--- src/rtl/ctx_pkg.sv ---
// Package: shared types for the context save-restore sequencer.
// Assumes: nothing beyond standard SystemVerilog.
package ctx_pkg;

    // Sequencer phases, in the order a save or a restore walks them.
    typedef enum logic [2:0] {
        ST_IDLE     = 3'd0,
        ST_SAVE_RD  = 3'd1,
        ST_SAVE_RST = 3'd2,
        ST_RELEASE  = 3'd3,
        ST_REST_WR  = 3'd4
    } seq_state_t;

endpackage

--- src/rtl/ctx_store.sv ---
// Module: ctx_store
// Word store that holds the saved window, one entry per 32-bit word.
// Assumes: one write port and one asynchronous read port, indexed by
// the shared word counter. Contents are undefined until the first save.
module ctx_store #(
    parameter int DATA_W = 32,
    parameter int WORDS  = 64,
    localparam int IDX_W = $clog2(WORDS)
) (
    input  logic              clk,
    input  logic              wr_en,
    input  logic [IDX_W-1:0]  wr_idx,
    input  logic [DATA_W-1:0] wr_data,
    input  logic [IDX_W-1:0]  rd_idx,
    output logic [DATA_W-1:0] rd_data
);

    logic [DATA_W-1:0] mem [WORDS];

    // Capture one word per completed read during a save.
    always_ff @(posedge clk) begin
        if (wr_en) begin
            mem[wr_idx] <= wr_data;
        end
    end

    // Present the word addressed by the counter for write-back.
    assign rd_data = mem[rd_idx];

endmodule

--- src/rtl/ctx_word_ctr.sv ---
// Module: ctx_word_ctr
// Word index counter that walks the window in ascending order.
// Assumes: clear has priority over increment; synchronous active-low reset.
module ctx_word_ctr #(
    parameter int WORDS  = 64,
    localparam int IDX_W = $clog2(WORDS)
) (
    input  logic             clk,
    input  logic             rst_n,
    input  logic             clr,
    input  logic             inc,
    output logic [IDX_W-1:0] idx,
    output logic             last
);

    // Step the index on each completed word access.
    always_ff @(posedge clk) begin
        if (!rst_n) begin
            idx <= '0;
        end else if (clr) begin
            idx <= '0;
        end else if (inc) begin
            idx <= idx + IDX_W'(1);
        end
    end

    // Flag the final word of the window.
    assign last = (idx == IDX_W'(WORDS - 1));

endmodule

--- src/rtl/ctx_fsm.sv ---
// Module: ctx_fsm
// Control state machine for the save and restore sequences.
// Assumes: requests are sampled only in ST_IDLE, and save wins a tie.
// An access completes on any edge where the top presents an access and
// bus_ready is high. The UART decision comes from the type field of the
// capability word, captured while the save reads it.
module ctx_fsm
    import ctx_pkg::*;
(
    input  logic       clk,
    input  logic       rst_n,
    input  logic       save_req,
    input  logic       restore_req,
    input  logic       bus_ready,
    input  logic       word_last,
    input  logic       caps_hit,
    input  logic       caps_is_uart,
    output seq_state_t state,
    output logic       skip_reset,
    output logic       ctr_clr,
    output logic       ctr_inc,
    output logic       store_we,
    output logic       done,
    output logic       err
);

    logic ctx_valid;
    logic acc_ok;

    // An access in the current phase completes on this edge.
    always_comb begin
        unique case (state)
            ST_SAVE_RD, ST_RELEASE, ST_REST_WR: acc_ok = bus_ready;
            ST_SAVE_RST:                        acc_ok = bus_ready || skip_reset;
            default:                            acc_ok = 1'b0;
        endcase
    end

    // Counter and store controls for the current phase.
    always_comb begin
        ctr_clr  = (state == ST_IDLE) || (state == ST_RELEASE);
        ctr_inc  = acc_ok && ((state == ST_SAVE_RD) || (state == ST_REST_WR));
        store_we = acc_ok && (state == ST_SAVE_RD);
    end

    // Phase sequencing, completion and error pulses, saved-context flag.
    always_ff @(posedge clk) begin
        if (!rst_n) begin
            state      <= ST_IDLE;
            skip_reset <= 1'b0;
            ctx_valid  <= 1'b0;
            done       <= 1'b0;
            err        <= 1'b0;
        end else begin
            done <= 1'b0;
            err  <= 1'b0;
            unique case (state)
                ST_IDLE: begin
                    if (save_req) begin
                        state <= ST_SAVE_RD;
                    end else if (restore_req) begin
                        if (ctx_valid) begin
                            state <= ST_RELEASE;
                        end else begin
                            err <= 1'b1;
                        end
                    end
                end
                ST_SAVE_RD: begin
                    if (acc_ok) begin
                        if (caps_hit) begin
                            skip_reset <= caps_is_uart;
                        end
                        if (word_last) begin
                            state <= ST_SAVE_RST;
                        end
                    end
                end
                ST_SAVE_RST: begin
                    if (acc_ok) begin
                        ctx_valid <= 1'b1;
                        done      <= 1'b1;
                        state     <= ST_IDLE;
                    end
                end
                ST_RELEASE: begin
                    if (acc_ok) begin
                        state <= ST_REST_WR;
                    end
                end
                ST_REST_WR: begin
                    if (acc_ok && word_last) begin
                        done  <= 1'b1;
                        state <= ST_IDLE;
                    end
                end
                default: state <= ST_IDLE;
            endcase
        end
    end

endmodule

--- src/rtl/ctx_save_restore.sv ---
// Module: ctx_save_restore (top)
// Saves a peripheral's private register window into a local store and
// writes it back later, parking and releasing the peripheral's resets
// around the low-power transition.
// Assumes: a single-outstanding register bus where an access completes
// on a rising edge with bus_ready high; the capability word lies inside
// the saved window; the window size is a power-of-two number of words.
module ctx_save_restore
    import ctx_pkg::*;
#(
    parameter int                 DATA_W       = 32,
    parameter int                 ADDR_W       = 8,
    parameter int                 WINDOW_BYTES = 256,
    parameter logic [ADDR_W-1:0]  RST_OFS      = 8'h04,
    parameter logic [ADDR_W-1:0]  CAPS_OFS     = 8'hFC,
    parameter int                 TYPE_LSB     = 4,
    parameter int                 TYPE_W       = 4,
    parameter int                 UART_CODE    = 1,
    parameter logic [DATA_W-1:0]  RELEASE_VAL  = 32'h0000_0007
) (
    input  logic              clk,
    input  logic              rst_n,
    input  logic              save_req,
    input  logic              restore_req,
    output logic              seq_done,
    output logic              seq_err,
    output logic              busy,
    output logic              bus_valid,
    output logic              bus_write,
    output logic [ADDR_W-1:0] bus_addr,
    output logic [DATA_W-1:0] bus_wdata,
    input  logic [DATA_W-1:0] bus_rdata,
    input  logic              bus_ready
);

    localparam int BYTES_PER_WORD = DATA_W / 8;
    localparam int WORDS          = WINDOW_BYTES / BYTES_PER_WORD;
    localparam int IDX_W          = $clog2(WORDS);
    localparam int ALIGN_W        = $clog2(BYTES_PER_WORD);
    localparam int CAPS_IDX       = int'(CAPS_OFS) / BYTES_PER_WORD;

    seq_state_t        state;
    logic              skip_reset;
    logic              ctr_clr;
    logic              ctr_inc;
    logic              store_we;
    logic [IDX_W-1:0]  word_idx;
    logic              word_last;
    logic [DATA_W-1:0] store_rd;
    logic [ADDR_W-1:0] word_addr;
    logic              caps_hit;
    logic              caps_is_uart;

    ctx_word_ctr #(.WORDS(WORDS)) u_ctr (
        .clk   (clk),
        .rst_n (rst_n),
        .clr   (ctr_clr),
        .inc   (ctr_inc),
        .idx   (word_idx),
        .last  (word_last)
    );

    ctx_store #(.DATA_W(DATA_W), .WORDS(WORDS)) u_store (
        .clk     (clk),
        .wr_en   (store_we),
        .wr_idx  (word_idx),
        .wr_data (bus_rdata),
        .rd_idx  (word_idx),
        .rd_data (store_rd)
    );

    ctx_fsm u_fsm (
        .clk          (clk),
        .rst_n        (rst_n),
        .save_req     (save_req),
        .restore_req  (restore_req),
        .bus_ready    (bus_ready),
        .word_last    (word_last),
        .caps_hit     (caps_hit),
        .caps_is_uart (caps_is_uart),
        .state        (state),
        .skip_reset   (skip_reset),
        .ctr_clr      (ctr_clr),
        .ctr_inc      (ctr_inc),
        .store_we     (store_we),
        .done         (seq_done),
        .err          (seq_err)
    );

    // Byte offset of the current word and type decode of the capability word.
    assign word_addr    = ADDR_W'({word_idx, {ALIGN_W{1'b0}}});
    assign caps_hit     = (word_idx == IDX_W'(CAPS_IDX));
    assign caps_is_uart = (bus_rdata[TYPE_LSB +: TYPE_W] == TYPE_W'(UART_CODE));
    assign busy         = (state != ST_IDLE);

    // Drive the bus master port from the current phase.
    always_comb begin
        bus_valid = 1'b0;
        bus_write = 1'b0;
        bus_addr  = '0;
        bus_wdata = '0;
        unique case (state)
            ST_SAVE_RD: begin
                bus_valid = 1'b1;
                bus_addr  = word_addr;
            end
            ST_SAVE_RST: begin
                bus_valid = !skip_reset;
                bus_write = 1'b1;
                bus_addr  = RST_OFS;
            end
            ST_RELEASE: begin
                bus_valid = 1'b1;
                bus_write = 1'b1;
                bus_addr  = RST_OFS;
                bus_wdata = RELEASE_VAL;
            end
            ST_REST_WR: begin
                bus_valid = 1'b1;
                bus_write = 1'b1;
                bus_addr  = word_addr;
                bus_wdata = store_rd;
            end
            default: ;
        endcase
    end

endmodule

--- config.mk ---
export PLATFORM = sky130hd
export DESIGN_NAME = ctx_save_restore
export DESIGN_NICKNAME = d
export VERILOG_FILES = /design/src/rtl/ctx_pkg.sv /design/src/rtl/ctx_store.sv /design/src/rtl/ctx_word_ctr.sv /design/src/rtl/ctx_fsm.sv /design/src/rtl/ctx_save_restore.sv
export SDC_FILE = /design/constraint.sdc
export NUM_CORES = 2
export LEC_CHECK = 0
export BUFFER_PORTS_ARGS = -buffer_cell sky130_fd_sc_hd__buf_2
export CAP_MARGIN = 20
export CORE_MARGIN = 2
export CORE_UTILIZATION = 57
export DETAILED_ROUTE_END_ITERATION = 10
export PLACE_DENSITY = 0.75
export SYNTH_ARGS = -nofsm -noshare
export SYNTH_HDL_FRONTEND = slang
export SYNTH_SLANG_ARGS = --single-unit
export TNS_END_PERCENT = 50
--- constraint.sdc ---
create_clock -name clk -period 3.5 [get_ports clk]
set_clock_uncertainty 0.2 [all_clocks]
set_input_delay 0.35 -clock clk [delete_from_list [all_inputs] [get_ports clk]]
set_output_delay 0.35 -clock clk [all_outputs]
set_load 0.05 [all_outputs]
==> After elaboration in Yosys (flattened, before gate mapping) <==
Memories as Yosys holds them, arrays and structs flattened. A register that Yosys moved wholly into a read port is not among the register bits.
Cells that the tools add are included.
{ "totals": {"output_inout_bits": 45, "ramBits": 2048, "mem_count": 1, "input_bits": 37, "register_bits": 13} }
{ "memory_table": {"columns": ["name", "words", "width", "read_ports", "rd_ports_with_merged_regs", "write_ports", "line_no", "text"], "rows": [
  ["u_store.mem", 64, 32, 1, 1, 1, "ctx_store.sv:18", "logic [DATA_W-1:0] mem [WORDS];"]
]} }
{ "op_classes": {"add_sub_neg": 1, "bitwise": 3, "n_eq_ne": 13, "reduce_logical": 18, "muxes": 22} }
{ "op_table": {"columns": ["operator", "count"], "rows": [
  ["one-hot mux 32 bit (2 select lines)", 1],
  ["two-way mux 3 bit", 8],
  ["one-hot mux 8 bit (2 select lines)", 1],
  ["one-hot mux 3 bit (5 select lines)", 1],
  ["two-way mux 6 bit", 2],
  ["!= test 2 x 1 -> 1 bit, second input constant", 4],
  ["AND reduction 7 bit", 1],
  ["adder 6 x 1 -> 6 bit, second input constant", 1],
  ["equality test 3 x 2 -> 1 bit, second input constant", 2],
  ["equality test 6 bit, second input constant", 1],
  ["two-way mux 1 bit", 6],
  ["one-hot mux 1 bit (2 select lines)", 3],
  ["OR reduction 2 bit", 3],
  ["OR reduction 3 bit", 2],
  ["equality test 4 x 1 -> 1 bit, second input constant", 1],
  ["OR reduction 4 bit", 1],
  ["equality test 3 x 1 -> 1 bit, second input constant", 1],
  ["equality test 3 bit, second input constant", 1],
  ["logical AND 1 bit", 3],
  ["logical NOT 3 bit", 1],
  ["logical OR 1 bit", 3],
  ["!= test 3 x 2 -> 1 bit, second input constant", 1],
  ["!= test 3 bit, second input constant", 1],
  ["inverter 1 bit", 3],
  ["other kinds (5)", 5]
]} }

==> Depth between registers and ports, before layout <==
{ "logic_depth": {"depth_word": 6, "depth_mapped": 10, "mapped_depth_nobuf": 6} }

==> By module <==
From an unflattened synthesis, not the netlist that was laid out.
{ "unflattened": {"hier_cells": 3427, "area_unflattened_um2": 78952.0} }
{ "modules_own_cells": {"columns": ["mod", "n_inst", "cells_each", "area_per_inst_um2"], "rows": [
  ["ctx_store", 1, 3292, 77874.7],
  ["ctx_fsm", 1, 47, 410.4],
  ["ctx_save_restore", 1, 60, 409.1],
  ["ctx_word_ctr", 1, 28, 257.7]
]} }

==> Least setup slack after synthesis <==
OpenSTA, ideal clock, no wires.
{ "synth_path": {"path_kind": "reg-to-output", "start": "register with a tool-made name", "end": "output bus_wdata[20]", "setup_slack_ns": -0.899, "stages_incl_launch_ff": 8, "t_required_ns": 2.950, "t_arrival_ns": 3.849, "n_path_buf": 4, "path_cell_list": "dfxtp_1 > buf_2 > buf_4 > buf_2 > buf_2 > and2_1 > a21oi_1 > a2111oi_0"} }
{ "synth_rtl": {"columns": ["item", "line_no", "text"], "rows": [
  ["end, declared", "ctx_save_restore.sv:31", "output logic [DATA_W-1:0] bus_wdata,"]
]} }

==> flow_summary_export.csv <==
group,metric,value,unit
place,placed_cell_area,0.0852,mm²
global_route,overflow,0,
sta,post-route-period-util,1.15,
logic_synthesis,ys_ff_latch,2067,
place,port_buffers,79,
global_route,track_usage,0.302,
cts,htree_levels,4,
logic_synthesis,avgSynthCellArea,23.1,µm²
critical_path,rrSetupSlack,0.41,ns
final_layout,utilization,0.684,
power_and_ir_drop,p_leak,29.2,nW
final_layout,final_nets,3991,
sta,max_clock_freq,248,MHz
critical_path,cp-start-kind,"flop",
critical_path,r2r_cells,7,
status,violations,"negative setup slack",
logic_synthesis,yosysUniqueCellTypes,52,
min_path,hold_class,"input port to flop",
power_and_ir_drop,p_int,0.0396,W
sta,maxSlewViolCount,0,
power_and_ir_drop,power,0.0497,W
die,start_util,0.576,
cts,worstSkewPairLatency,0.82,ns
critical_path,setup.worst_path.end,"bus_wdata[19]",
die,fp.dieH,377,µm
critical_path,cp_data_required_time,2.95,ns
die,die_area,0.142,mm²
min_path,min_path_cells,1,
critical_path,end_kind,"output port",
final_layout,final.fill_count,7907,
logic_synthesis,netlist_area,0.0794,mm²
final_layout,syn_to_final_growth,18.7,%
critical_path,r2r_start,"u_fsm.state[1]$_SDFFE_PN0P_",
sta,worst_slack,-0.530,ns
die,pin_count,82,
routing,drt_first_iter_violations,6421,
routing,wl_per_cell,36.3,µm
flow_run,drv_cap,0,
power_and_ir_drop,switching_share,0.204,
die,core,0.138,mm²
routing,vias,40700,
sta,rsz0062_at_grt,"yes",
place,dp_slack,-0.203,ns
routing,wirelength,214,mm
critical_path,crit_fanout,12,
sta,slew-limit-headroom,0.238,
power_and_ir_drop,combPwrFrac,0.041,
cts,clkTransAtPathRegs,0.06,ns
logic_synthesis,yosysTopAreaCellShare,0.774,
logic_synthesis,synth_flop_cell,"edfxtp_1",
logic_synthesis,synth_area_leaders,"edfxtp_1, mux4_2, mux2i_1, a22oi_1, buf_2",
critical_path,reg2reg_to,"u_store.mem[24][23]$_DFFE_PP_",
cts,cts_tree,"built",
cts,numCtsBuffers,196,
place,gp_congestion,0.862,
power_and_ir_drop,p_clk_frac,0.411,
final_layout,regArea,0.0619,mm²
sta,tightest_slew,1.14,ns
sta,setup_viol,33,
die,dieWidth,377,µm
power_and_ir_drop,vdd_drop_max,0.504,mV
logic_synthesis,netlist_instances,3444,
power_and_ir_drop,power.switching,0.0101,W
cts,cts_sinks,2067,
critical_path,critPathArrivalTime,3.48,ns
min_path,hold_start,"bus_rdata[6]",
die,row_count,136,
power_and_ir_drop,seqPwrFrac,0.548,
global_route,grt_pass1_vias,40900,
critical_path,critPathKind,"flop to output port",
logic_synthesis,yosys_warnings,0,
cts,root_buffer,"clkbuf_16",
logic_synthesis,ys_seq_area_frac,0.779,
place,dp_hpwl,112,mm
global_route,grt_max_degree,65,
routing,drt.antenna.violating_nets,0,
status,status,"finished with violations",
global_route,grt_pass1_wl,299,mm
final_layout,design_area,0.0942,mm²
final_layout,multi_input_area,0.0177,mm²
logic_synthesis,async_flop_share,0,
routing,vias_per_cell,6.89,
routing,first_pass_iters,6,
power_and_ir_drop,p_per_area,528,mW/mm²
logic_synthesis,yosysTopAreaCell,"edfxtp_1",
routing,post-route-drc-count,0,
cts,clockBufferDepth,3,
global_route,antenna_found_initial,10,
sta,fin_crit,4.03,ns
sta,hold_viol,0,
final_layout,drive_gt1_frac,0.359,
sta,setup_tns,-14.55,ns
logic_synthesis,synth_edf_count,2048,
## power by group through the flow
stage               registers (W)  logic [W]  clock network [W]
floorplan                  0.0278   0.000871                  0
global placement           0.0278    0.00157                  0
detailed placement         0.0278    0.00161                  0
CTS                        0.0273    0.00189             0.0206
global route               0.0272    0.00213             0.0215
finish                     0.0273    0.00204             0.0205
## worst min-delay path by stage
stage / end / slack (ns)
after CTS: u_store.mem[42][6]$_DFFE_PP_ / 0.01
after global routing: u_store.mem[22][5]$_DFFE_PP_ / 0.04
final: u_store.mem[42][6]$_DFFE_PP_ / 0.04
after floorplan: u_fsm.err$_SDFF_PP0_ / 0.22
after global placement: u_fsm.skip_reset$_SDFFE_PN0P_ / 0.31
after detailed placement: flop / 0.37
## cell families after synthesis
family | share of synthesized area
other cells | 0.0000472
flops | 0.779
fa+ha+maj | 0.000158
buf+inv | 0.0129
simple gates | 0.0175
xor+xnor | 0.000772
compound gates | 0.0162
mux | 0.173
## critical path: stages (launching register included)
cell and delay (ns):
dfxtp_4 0.39, buf_12 0.13, buf_16 0.20, buf_16 0.18, mux4_2 0.53, mux2i_1 0.17
mux2i_1 0.12, a22oi_2 0.39, o41ai_4 0.29, buf_12 0.23
## stage by stage
stage          instances  hold slack [ns]
6_report            5910           0.0356
5_1_grt             5909           0.0443
4_1_cts             5852           0.0103
3_5_place_dp        5420            0.369
3_3_place_gp        5420            0.309
2_1_floorplan       3445            0.219
## flip-flops by register name, summed over array words and instances, names as in the netlist, named ones only
signal / count
u_fsm.err: 1
u_fsm.state: 3
u_ctr.idx: 6
u_store.mem: 2048
u_fsm.ctx_valid: 1
u_fsm.skip_reset: 1
u_fsm.done: 1
## Yosys cell counts, types with 4 or more instances
| library cell | instances |
|---|---|
| edfxtp_1 | 2048 |
| mux4_2 | 538 |
| mux2i_1 | 132 |
| nor2_1 | 95 |
| buf_2 | 89 |
| a22oi_1 | 63 |
| nand2_1 | 57 |
| buf_4 | 40 |
| nand3_1 | 39 |
| clkbuf_1 | 34 |
| o22ai_1 | 30 |
| and2_1 | 28 |
| mux2_2 | 28 |
| o21ai_0 | 24 |
| dfxtp_1 | 19 |
| o21ai_1 | 19 |
| buf_1 | 17 |
| a211oi_1 | 15 |
| nor2b_1 | 15 |
| a21oi_1 | 10 |
| nand2b_1 | 9 |
| nor3_1 | 8 |
| a2111oi_0 | 7 |
| and3_1 | 7 |
| buf_6 | 6 |
| inv_1 | 5 |
| nor3b_1 | 5 |
| xor2_1 | 5 |
| a31oi_1 | 4 |
| a32oi_1 | 4 |
| nand3b_1 | 4 |
| or2_2 | 4 |
## final cells by class
type,count,area share
Timing Repair Buffer,496,0.0668
Multi-Input combinational cell,1186,0.187
Sequential cell,2067,0.657
Clock buffer,240,0.0547
Antenna cell,2,0.0000531
Tap cell,1794,0.0238
Clock inverter,119,0.0102
Inverter,6,0.000292
## repair_timing
action | 4_1_cts | 5_1_grt
endpoints found under the setup margin | 33 | 37
gates cloned | 20 | 4
setup buffers | 47 | 19
pin swaps | 22 | 14
gates resized for setup | 169 | 57
hold buffers | 8 | 17
endpoints found under the hold margin | 49 | 821
## layout by cell type (no fill, tap or decap), types with 6 or more instances in the layout
cell type | synthesis | routed
a211oi_1 | 15 | 11
a21oi_1 | 10 | 8
a22oi_1 | 63 | 38
a22oi_2 | 0 | 25
and2_1 | 28 | 28
and3_1 | 7 | 6
buf_12 | 0 | 134
buf_16 | 0 | 29
buf_2 | 89 | 48
buf_4 | 40 | 225
buf_6 | 6 | 15
buf_8 | 0 | 9
bufbuf_16 | 0 | 7
bufinv_16 | 0 | 14
clkbuf_1 | 34 | 40
clkbuf_16 | 0 | 204
clkinv_1 | 0 | 56
clkinv_2 | 0 | 32
dfxtp_1 | 19 | 13
dlygate4sd3_1 | 0 | 25
edfxtp_1 | 2048 | 2048
inv_6 | 0 | 9
mux2_2 | 28 | 25
mux2i_1 | 132 | 116
mux2i_2 | 0 | 12
mux4_2 | 538 | 538
nand2_1 | 57 | 57
nand2b_1 | 9 | 9
nand3_1 | 39 | 36
nor2_1 | 95 | 28
nor2_4 | 0 | 65
nor2b_1 | 15 | 13
o21ai_0 | 24 | 16
o21ai_1 | 19 | 11
o21ai_2 | 0 | 13
o22ai_1 | 30 | 21
o22ai_2 | 0 | 6
## metal layers
layer | wire (µm) | track usage | vias to the layer above
li1 | - | - | 15700
met1 | 74700 | 0.403 | 21300
met2 | 104000 | 0.478 | 3126
met3 | 26000 | 0.0800 | 517
met4 | 9770 | 0.129 | 10
met5 | 60 | 0 | -
Power figures use the tool's default switching activity.
